<file path="src/rtl/i2c_wb_pkg.sv">
package i2c_wb_pkg;
    localparam int         WORD_W    = 16;
    localparam int         BYTE_W    = 8;
    localparam int         FRAME_LEN = 5;
    localparam int         REPLY_LEN = 3;
    localparam logic [7:0] OP_WRITE  = 8'h00;
    localparam logic [7:0] OP_READ   = 8'h80;
    localparam logic [7:0] FILL_BYTE = 8'hFF;

    typedef enum logic [2:0] {
        ST_IDLE,
        ST_ADDR,
        ST_ADDR_ACK,
        ST_RX,
        ST_RX_ACK,
        ST_TX,
        ST_TX_ACK,
        ST_IGNORE
    } tgt_state_e;
endpackage

</file>
<file path="src/rtl/i2c_wb_line_sync.sv">
module i2c_wb_line_sync #(
    parameter int STAGES = 2
) (
    input  logic clk,
    input  logic rst_n,
    input  logic scl_i,
    input  logic sda_i,
    output logic sda_s,
    output logic scl_rise,
    output logic scl_fall,
    output logic start_ev,
    output logic stop_ev
);
    typedef struct packed {
        logic [STAGES-1:0] scl_p;
        logic [STAGES-1:0] sda_p;
        logic              scl_prev;
        logic              sda_prev;
    } sync_t;

    sync_t s_d, s_q;
    logic  scl_s;

    assign scl_s = s_q.scl_p[STAGES-1];
    assign sda_s = s_q.sda_p[STAGES-1];

    always_comb begin
        s_d          = s_q;
        s_d.scl_p    = {s_q.scl_p[STAGES-2:0], scl_i};
        s_d.sda_p    = {s_q.sda_p[STAGES-2:0], sda_i};
        s_d.scl_prev = scl_s;
        s_d.sda_prev = sda_s;
    end

    always_ff @(posedge clk or negedge rst_n) begin
        if (!rst_n) s_q <= '1;
        else        s_q <= s_d;
    end

    // Line events from the settled samples and the previous settled sample
    assign scl_rise = scl_s & ~s_q.scl_prev;
    assign scl_fall = ~scl_s & s_q.scl_prev;
    assign start_ev = scl_s & s_q.scl_prev & s_q.sda_prev & ~sda_s;
    assign stop_ev  = scl_s & s_q.scl_prev & ~s_q.sda_prev & sda_s;
endmodule

</file>
<file path="src/rtl/i2c_wb_regfile.sv">
module i2c_wb_regfile #(
    parameter  int DEPTH = 16,
    parameter  int WIDTH = 16,
    localparam int IDX_W = $clog2(DEPTH)
) (
    input  logic             clk,
    input  logic             rst_n,
    input  logic             we,
    input  logic [IDX_W-1:0] waddr,
    input  logic [WIDTH-1:0] wdata,
    input  logic [IDX_W-1:0] raddr_a,
    output logic [WIDTH-1:0] rdata_a,
    input  logic [IDX_W-1:0] raddr_b,
    output logic [WIDTH-1:0] rdata_b
);
    logic [DEPTH-1:0][WIDTH-1:0] mem_d, mem_q;

    always_comb begin
        mem_d = mem_q;
        if (we) mem_d[waddr] = wdata;
    end

    always_ff @(posedge clk or negedge rst_n) begin
        if (!rst_n) mem_q <= '0;
        else        mem_q <= mem_d;
    end

    assign rdata_a = mem_q[raddr_a];
    assign rdata_b = mem_q[raddr_b];
endmodule

</file>
<file path="src/rtl/i2c_wb_target.sv">
module i2c_wb_target
    import i2c_wb_pkg::*;
#(
    parameter  logic [6:0] TGT_ADDR = 7'h42,
    parameter  int         DEPTH    = 16,
    localparam int         IDX_W    = $clog2(DEPTH)
) (
    input  logic              clk,
    input  logic              rst_n,
    input  logic              sda_s,
    input  logic              scl_rise,
    input  logic              scl_fall,
    input  logic              start_ev,
    input  logic              stop_ev,
    output logic              sda_oe,
    output logic              busy,
    output logic              sel,
    output logic              rf_we,
    output logic [IDX_W-1:0]  rf_waddr,
    output logic [WORD_W-1:0] rf_wdata,
    output logic [IDX_W-1:0]  rf_raddr,
    input  logic [WORD_W-1:0] rf_rdata
);
    localparam logic [3:0] BITS_DONE = 4'(BYTE_W);
    localparam logic [2:0] RX_LAST   = 3'(FRAME_LEN - 1);
    localparam logic [2:0] RX_SAT    = 3'(FRAME_LEN);
    localparam logic [1:0] TX_SAT    = 2'(REPLY_LEN - 1);

    typedef struct packed {
        tgt_state_e         st;
        logic [3:0]         bitcnt;
        logic [7:0]         shreg;
        logic [7:0]         txsh;
        logic [2:0]         rx_cnt;
        logic [1:0]         tx_cnt;
        logic               rw;
        logic               mack;
        logic [7:0]         op;
        logic [IDX_W-1:0]   widx;
        logic [7:0]         vhi;
        logic [7:0]         vlo;
        logic [WORD_W-1:0]  held;
        logic               sda_oe;
        logic               busy;
        logic               sel;
        logic               we;
        logic [IDX_W-1:0]   waddr;
        logic [WORD_W-1:0]  wdata;
    } tgt_t;

    tgt_t q, d;

    function automatic logic [7:0] reply_byte(input logic [1:0] idx, input logic [WORD_W-1:0] w);
        case (idx)
            2'd0:    reply_byte = w[15:8];
            2'd1:    reply_byte = w[7:0];
            default: reply_byte = FILL_BYTE;
        endcase
    endfunction

    assign rf_raddr = q.widx;

    always_comb begin
        d    = q;
        d.we = 1'b0;
        if (stop_ev) begin
            d.st     = ST_IDLE;
            d.sda_oe = 1'b0;
            d.busy   = 1'b0;
            d.sel    = 1'b0;
            d.bitcnt = '0;
            d.rx_cnt = '0;
            d.tx_cnt = '0;
        end else if (start_ev) begin
            d.st     = ST_ADDR;
            d.sda_oe = 1'b0;
            d.busy   = 1'b1;
            d.sel    = 1'b0;
            d.bitcnt = '0;
            d.rx_cnt = '0;
            d.tx_cnt = '0;
        end else begin
            case (q.st)
                ST_ADDR: begin
                    if (scl_rise) begin
                        d.shreg  = {q.shreg[6:0], sda_s};
                        d.bitcnt = q.bitcnt + 4'd1;
                    end else if (scl_fall && q.bitcnt == BITS_DONE) begin
                        if (q.shreg[7:1] == TGT_ADDR) begin
                            d.sel    = 1'b1;
                            d.rw     = q.shreg[0];
                            d.sda_oe = 1'b1;
                            d.st     = ST_ADDR_ACK;
                        end else begin
                            d.st = ST_IGNORE;
                        end
                    end
                end
                ST_ADDR_ACK: begin
                    if (scl_fall) begin
                        d.bitcnt = '0;
                        if (q.rw) begin
                            d.txsh   = reply_byte(q.tx_cnt, q.held);
                            d.sda_oe = ~d.txsh[7];
                            d.st     = ST_TX;
                        end else begin
                            d.sda_oe = 1'b0;
                            d.st     = ST_RX;
                        end
                    end
                end
                ST_RX: begin
                    if (scl_rise) begin
                        d.shreg  = {q.shreg[6:0], sda_s};
                        d.bitcnt = q.bitcnt + 4'd1;
                    end else if (scl_fall && q.bitcnt == BITS_DONE) begin
                        d.sda_oe = 1'b1;
                        d.st     = ST_RX_ACK;
                        if (q.rx_cnt != RX_SAT) d.rx_cnt = q.rx_cnt + 3'd1;
                        case (q.rx_cnt)
                            3'd0: d.op   = q.shreg;
                            3'd1: d.widx = q.shreg[IDX_W-1:0];
                            3'd2: d.vhi  = q.shreg;
                            3'd3: d.vlo  = q.shreg;
                            default: ;
                        endcase
                        if (q.rx_cnt == RX_LAST) begin
                            if (q.op == OP_WRITE) begin
                                d.we    = 1'b1;
                                d.waddr = q.widx;
                                d.wdata = {q.vhi, q.vlo};
                            end else if (q.op == OP_READ) begin
                                d.held = rf_rdata;
                            end
                        end
                    end
                end
                ST_RX_ACK: begin
                    if (scl_fall) begin
                        d.sda_oe = 1'b0;
                        d.bitcnt = '0;
                        d.st     = ST_RX;
                    end
                end
                ST_TX: begin
                    if (scl_rise) begin
                        d.bitcnt = q.bitcnt + 4'd1;
                    end else if (scl_fall) begin
                        if (q.bitcnt == BITS_DONE) begin
                            d.sda_oe = 1'b0;
                            d.st     = ST_TX_ACK;
                            if (q.tx_cnt != TX_SAT) d.tx_cnt = q.tx_cnt + 2'd1;
                        end else if (q.bitcnt != 4'd0) begin
                            d.txsh   = {q.txsh[6:0], 1'b0};
                            d.sda_oe = ~d.txsh[7];
                        end
                    end
                end
                ST_TX_ACK: begin
                    if (scl_rise) begin
                        d.mack = ~sda_s;
                    end else if (scl_fall) begin
                        d.bitcnt = '0;
                        if (q.mack) begin
                            d.txsh   = reply_byte(q.tx_cnt, q.held);
                            d.sda_oe = ~d.txsh[7];
                            d.st     = ST_TX;
                        end else begin
                            d.sda_oe = 1'b0;
                            d.st     = ST_IGNORE;
                        end
                    end
                end
                default: ;
            endcase
        end
    end

    always_ff @(posedge clk or negedge rst_n) begin
        if (!rst_n) begin
            q    <= '0;
            q.st <= ST_IDLE;
        end else begin
            q <= d;
        end
    end

    assign sda_oe   = q.sda_oe;
    assign busy     = q.busy;
    assign sel      = q.sel;
    assign rf_we    = q.we;
    assign rf_waddr = q.waddr;
    assign rf_wdata = q.wdata;
endmodule

</file>
<file path="src/rtl/i2c_word_bridge.sv">
module i2c_word_bridge
    import i2c_wb_pkg::*;
#(
    parameter  logic [6:0] TGT_ADDR    = 7'h42,
    parameter  int         DEPTH       = 16,
    parameter  int         SYNC_STAGES = 2,
    localparam int         IDX_W       = $clog2(DEPTH)
) (
    input  logic              clk,
    input  logic              rst_n,
    input  logic              scl_i,
    input  logic              sda_i,
    output logic              sda_oe,
    input  logic [IDX_W-1:0]  host_raddr,
    output logic [WORD_W-1:0] host_rdata,
    output logic              bus_busy,
    output logic              selected
);
    logic              sda_s, scl_rise, scl_fall, start_ev, stop_ev;
    logic              rf_we;
    logic [IDX_W-1:0]  rf_waddr, rf_raddr;
    logic [WORD_W-1:0] rf_wdata, rf_rdata;

    i2c_wb_line_sync #(.STAGES(SYNC_STAGES)) u_sync (
        .clk      (clk),
        .rst_n    (rst_n),
        .scl_i    (scl_i),
        .sda_i    (sda_i),
        .sda_s    (sda_s),
        .scl_rise (scl_rise),
        .scl_fall (scl_fall),
        .start_ev (start_ev),
        .stop_ev  (stop_ev)
    );

    i2c_wb_target #(.TGT_ADDR(TGT_ADDR), .DEPTH(DEPTH)) u_tgt (
        .clk      (clk),
        .rst_n    (rst_n),
        .sda_s    (sda_s),
        .scl_rise (scl_rise),
        .scl_fall (scl_fall),
        .start_ev (start_ev),
        .stop_ev  (stop_ev),
        .sda_oe   (sda_oe),
        .busy     (bus_busy),
        .sel      (selected),
        .rf_we    (rf_we),
        .rf_waddr (rf_waddr),
        .rf_wdata (rf_wdata),
        .rf_raddr (rf_raddr),
        .rf_rdata (rf_rdata)
    );

    i2c_wb_regfile #(.DEPTH(DEPTH), .WIDTH(WORD_W)) u_rf (
        .clk     (clk),
        .rst_n   (rst_n),
        .we      (rf_we),
        .waddr   (rf_waddr),
        .wdata   (rf_wdata),
        .raddr_a (rf_raddr),
        .rdata_a (rf_rdata),
        .raddr_b (host_raddr),
        .rdata_b (host_rdata)
    );
endmodule

</file>
<file path="config.mk">
export PLATFORM = sky130hd
export DESIGN_NAME = i2c_word_bridge
export DESIGN_NICKNAME = d
export VERILOG_FILES = /design/src/rtl/i2c_wb_pkg.sv /design/src/rtl/i2c_wb_line_sync.sv /design/src/rtl/i2c_wb_regfile.sv /design/src/rtl/i2c_wb_target.sv /design/src/rtl/i2c_word_bridge.sv
export SDC_FILE = /design/constraint.sdc
export NUM_CORES = 1
export LEC_CHECK = 0
export CORE_MARGIN = 5
export CORE_UTILIZATION = 55
export DETAILED_ROUTE_END_ITERATION = 12
export PLACE_DENSITY_LB_ADDON = 0.25
export SLEW_MARGIN = 20
export SYNTH_ARGS = -nofsm -noshare
export SYNTH_HDL_FRONTEND = slang
export SYNTH_SLANG_ARGS = --single-unit
</file>
<file path="constraint.sdc">
create_clock -name clk -period 5.6 [get_ports clk]
set_input_delay 1.12 -clock clk [delete_from_list [all_inputs] [get_ports clk]]
set_output_delay 1.12 -clock clk [all_outputs]
set_load 0.05 [all_outputs]
</file>
==> qor.yml <==
clock_network:
  cts_tree: "yes"
  cts_made_buffers: 38
  post-cts-setup-buffers: 0
  clockBufferDepth: 3
  cts-hold-fix-buffers: 0
  cts.sinks: 359
  cts_root_buf: "clkbuf_16"
  h-tree-depth: 2
  clk_pin_slew_ns: 0.06
  clk_latency_ns: 0.52
  ctsResizeCount: 0
grt:
  grt-ovfl-total: 0
  antenna_found_initial: 0
  grt_max_degree: 124
  grtUsageTotal: 0.246
  grt_pass1_vias: 10939
  grt_pass1_wl_mm: 67.8
status:
  status: "finished clean"
flow_run:
  cap_viol_max_count: 0
power:
  p_leak_nw: 9.18
  intPower_mw: 4.41
  p_per_area_nw_per_um2: 288
  p_sw_mw: 1.36
  vdd.ir_drop.worst_mv: 0.175
  p_comb_frac: 0.067
  switching_share: 0.235
  pwr-share-seq: 0.484
  pwr-share-clk: 0.449
detailed_routing:
  viasPerCell: 6.44
  routedWlPerCell_um: 26.4
  ant_nets: 0
  first_pass_iters: 5
  wirelength_mm: 43.5
  drt_iter0_drc: 925
  drc: 0
  vias: 10605
worst_setup_path:
  r2r_setup_slack_ns: 2.59
  crit_path_start_kind: "primary input"
  r2r_cells: 5
  cp.arrival_ns: 3.61
  reg2reg_to: "u_tgt.q[37]"
  cp_max_fo: 60
  endpoint_kind: "primary output"
  critical_path_class: "primary input to primary output"
  cp.required_ns: 4.48
  r2r-start: "u_tgt.rf_raddr[0]"
layout:
  drive_gt1_frac: 0.498
  area_growth_pct: 11.0
  mostFrequentLayoutCell: "dfrtp_1"
  finalNetCount: 1194
  final_cell_mix: "351 x dfrtp_1, 325 x mux2_2, 144 x mux4_2"
sta:
  finalHoldViolCount: 0
  setup_tns_ns: 0
  finalMaxSlewViolations: 0
  min_period_over_period: 0.844
  setup_viol: 0
  slew_headroom: 0.229
  min_period_ns: 4.73
  finalWorstSetupSlack_ns: 0.872
  fmax_ghz: 0.212
  whs_ns: 0.357
  skew_ns: 0.0114
  rsz0062_at_grt: "false"
  worstMarginPinSlew_ns: 1.16
floorplan:
  boundaryPins: 27
  die_h_um: 191
  die_w_um: 191
  core_area_um2: 32500
  die_area_um2: 36500
  start_util: 0.556
  num_rows: 66
logic_synthesis:
  synth_top_area_frac: 0.490
  ys_warn_count: 0
  synth_edf_count: 0
  syn_area_um2: 18000
  ys_seq_area_frac: 0.499
  async_flop_share: 1.00
  synth_area_leader_cell: "dfrtp_1"
  avgSynthCellArea_um2: 15.3
  synth_area_leaders: "dfrtp_1 49%, mux2_2 20%, mux4_2 18%"
  ys_ff_latch: 359
  synthCells: 1177
  yosysUniqueCellTypes: 54
  ys.flop_type: "dfrtp_1"
  mappedNetlistNets: 1195
placed_design:
  place_ws_ns: 0.836
  hpwlAfterDp_mm: 26.1
  io_buffers: 26
  gp_congestion: 0.795
min_path:
  hold_end: "u_sync.s_d[1]"
  hold_depth: 0
  hold_path_class: "register to register"
  hp-start: "u_sync.s_d[5]"
==> metrics by stage <==
stage / cells / util / power [mW] / instance area [µm²]
CTS: 1646 / 0.617 / 5.82 / 20000
global placement: 1578 / 0.577 / 3.22 / 18700
floorplan: 1177 / - / 3.08 / 18000
global route: 1646 / 0.617 / 5.98 / 20000
finish: 1647 / 0.617 / 5.77 / 20000
detailed placement: 1578 / 0.577 / 3.23 / 18700
==> per-layer routing <==
| metal | GRT usage | routed length, µm | up-vias |
|---|---|---|---|
| met4 | 0.0657 | 1130 | 0 |
| met3 | 0.0438 | 2510 | 78 |
| met2 | 0.417 | 22100 | 313 |
| li1 | - | - | 4502 |
| met5 | 0 | 0 | - |
| met1 | 0.333 | 17800 | 5712 |
==> power by group through the flow <==
stage	Combinational, mW	Clock (mW)	Sequential, mW
after floorplan	0.308	0	2.77
after global routing	0.434	2.74	2.81
after global placement	0.380	0	2.84
after detailed placement	0.390	0	2.84
after CTS	0.393	2.63	2.80
final	0.386	2.59	2.80
==> worst max path at each step <==
stage / from / end / slack (ns) / depth (start not counted)
after floorplan: host_raddr[0] / host_rdata[0] / 1.70 / 4
after global placement: host_raddr[0] / host_rdata[11] / 0.89 / 5
after detailed placement: host_raddr[0] / host_rdata[11] / 0.84 / 5
after CTS: host_raddr[0] / host_rdata[11] / 0.84 / 5
after global routing: host_raddr[0] / host_rdata[11] / 0.75 / 5
final: host_raddr[0] / host_rdata[11] / 0.87 / 5
==> Yosys cell counts, drive strengths merged, types with 3 or more instances <==
library cell,number
dfstp,6
a211oi,3
nand3,6
nor4,3
a21oi,7
mux4,144
nand3b,8
ha,10
a31oi,9
mux2i,4
a22o,3
inv,11
or2,3
or3,5
and2,4
nand4,4
nor2,34
nor2b,10
dfrtp,353
nand2b,9
o21ai,17
a22oi,38
buf,41
nand2,34
mux2,336
clkbuf,52
==> critical path, stage by stage <==
cell and delay [ns]:
buf_4 0.14, buf_12 0.35, mux4_2 0.58, mux4_2 0.52
clkdlybuf4s50_1 0.75
==> kinds of logic (layout without fill, tap and decap cells) <==
| group | after synthesis | in the layout | synth area share |
|---|---|---|---|
| compound gates | 87 | 87 | 0.0328 |
| xor+xnor | 3 | 3 | 0.00146 |
| fa+ha+maj | 10 | 10 | 0.00694 |
| buf+inv | 104 | 131 | 0.0254 |
| flops | 359 | 359 | 0.499 |
| mux | 484 | 484 | 0.394 |
| other cells | 0 | 1 | 0 |
| simple gates | 130 | 130 | 0.0409 |
==> state kept, by name, indices dropped and copies added (netlist names) <==
register,count
u_rf.mem_q,256
u_sync.s_d,3
u_sync.s_q,2
u_sync.sda_s,1
u_tgt.busy,1
u_tgt.q,69
u_tgt.rf_raddr,4
u_tgt.rf_waddr,4
u_tgt.rf_wdata,16
u_tgt.rf_we,1
u_tgt.sda_oe,1
u_tgt.sel,1
==> area by class of cell <==
cell class              count  area [µm²]
fillers                  2365       12400
flip-flops and latches    359        9000
multi-input cells         714        8630
well taps                 442         553
clock inverters            10         130
inverters                  11        41.3
diodes                      1        2.50
clock buffers              58        1170
repair buffers             52         503
Power figures use the tool's default switching activity.
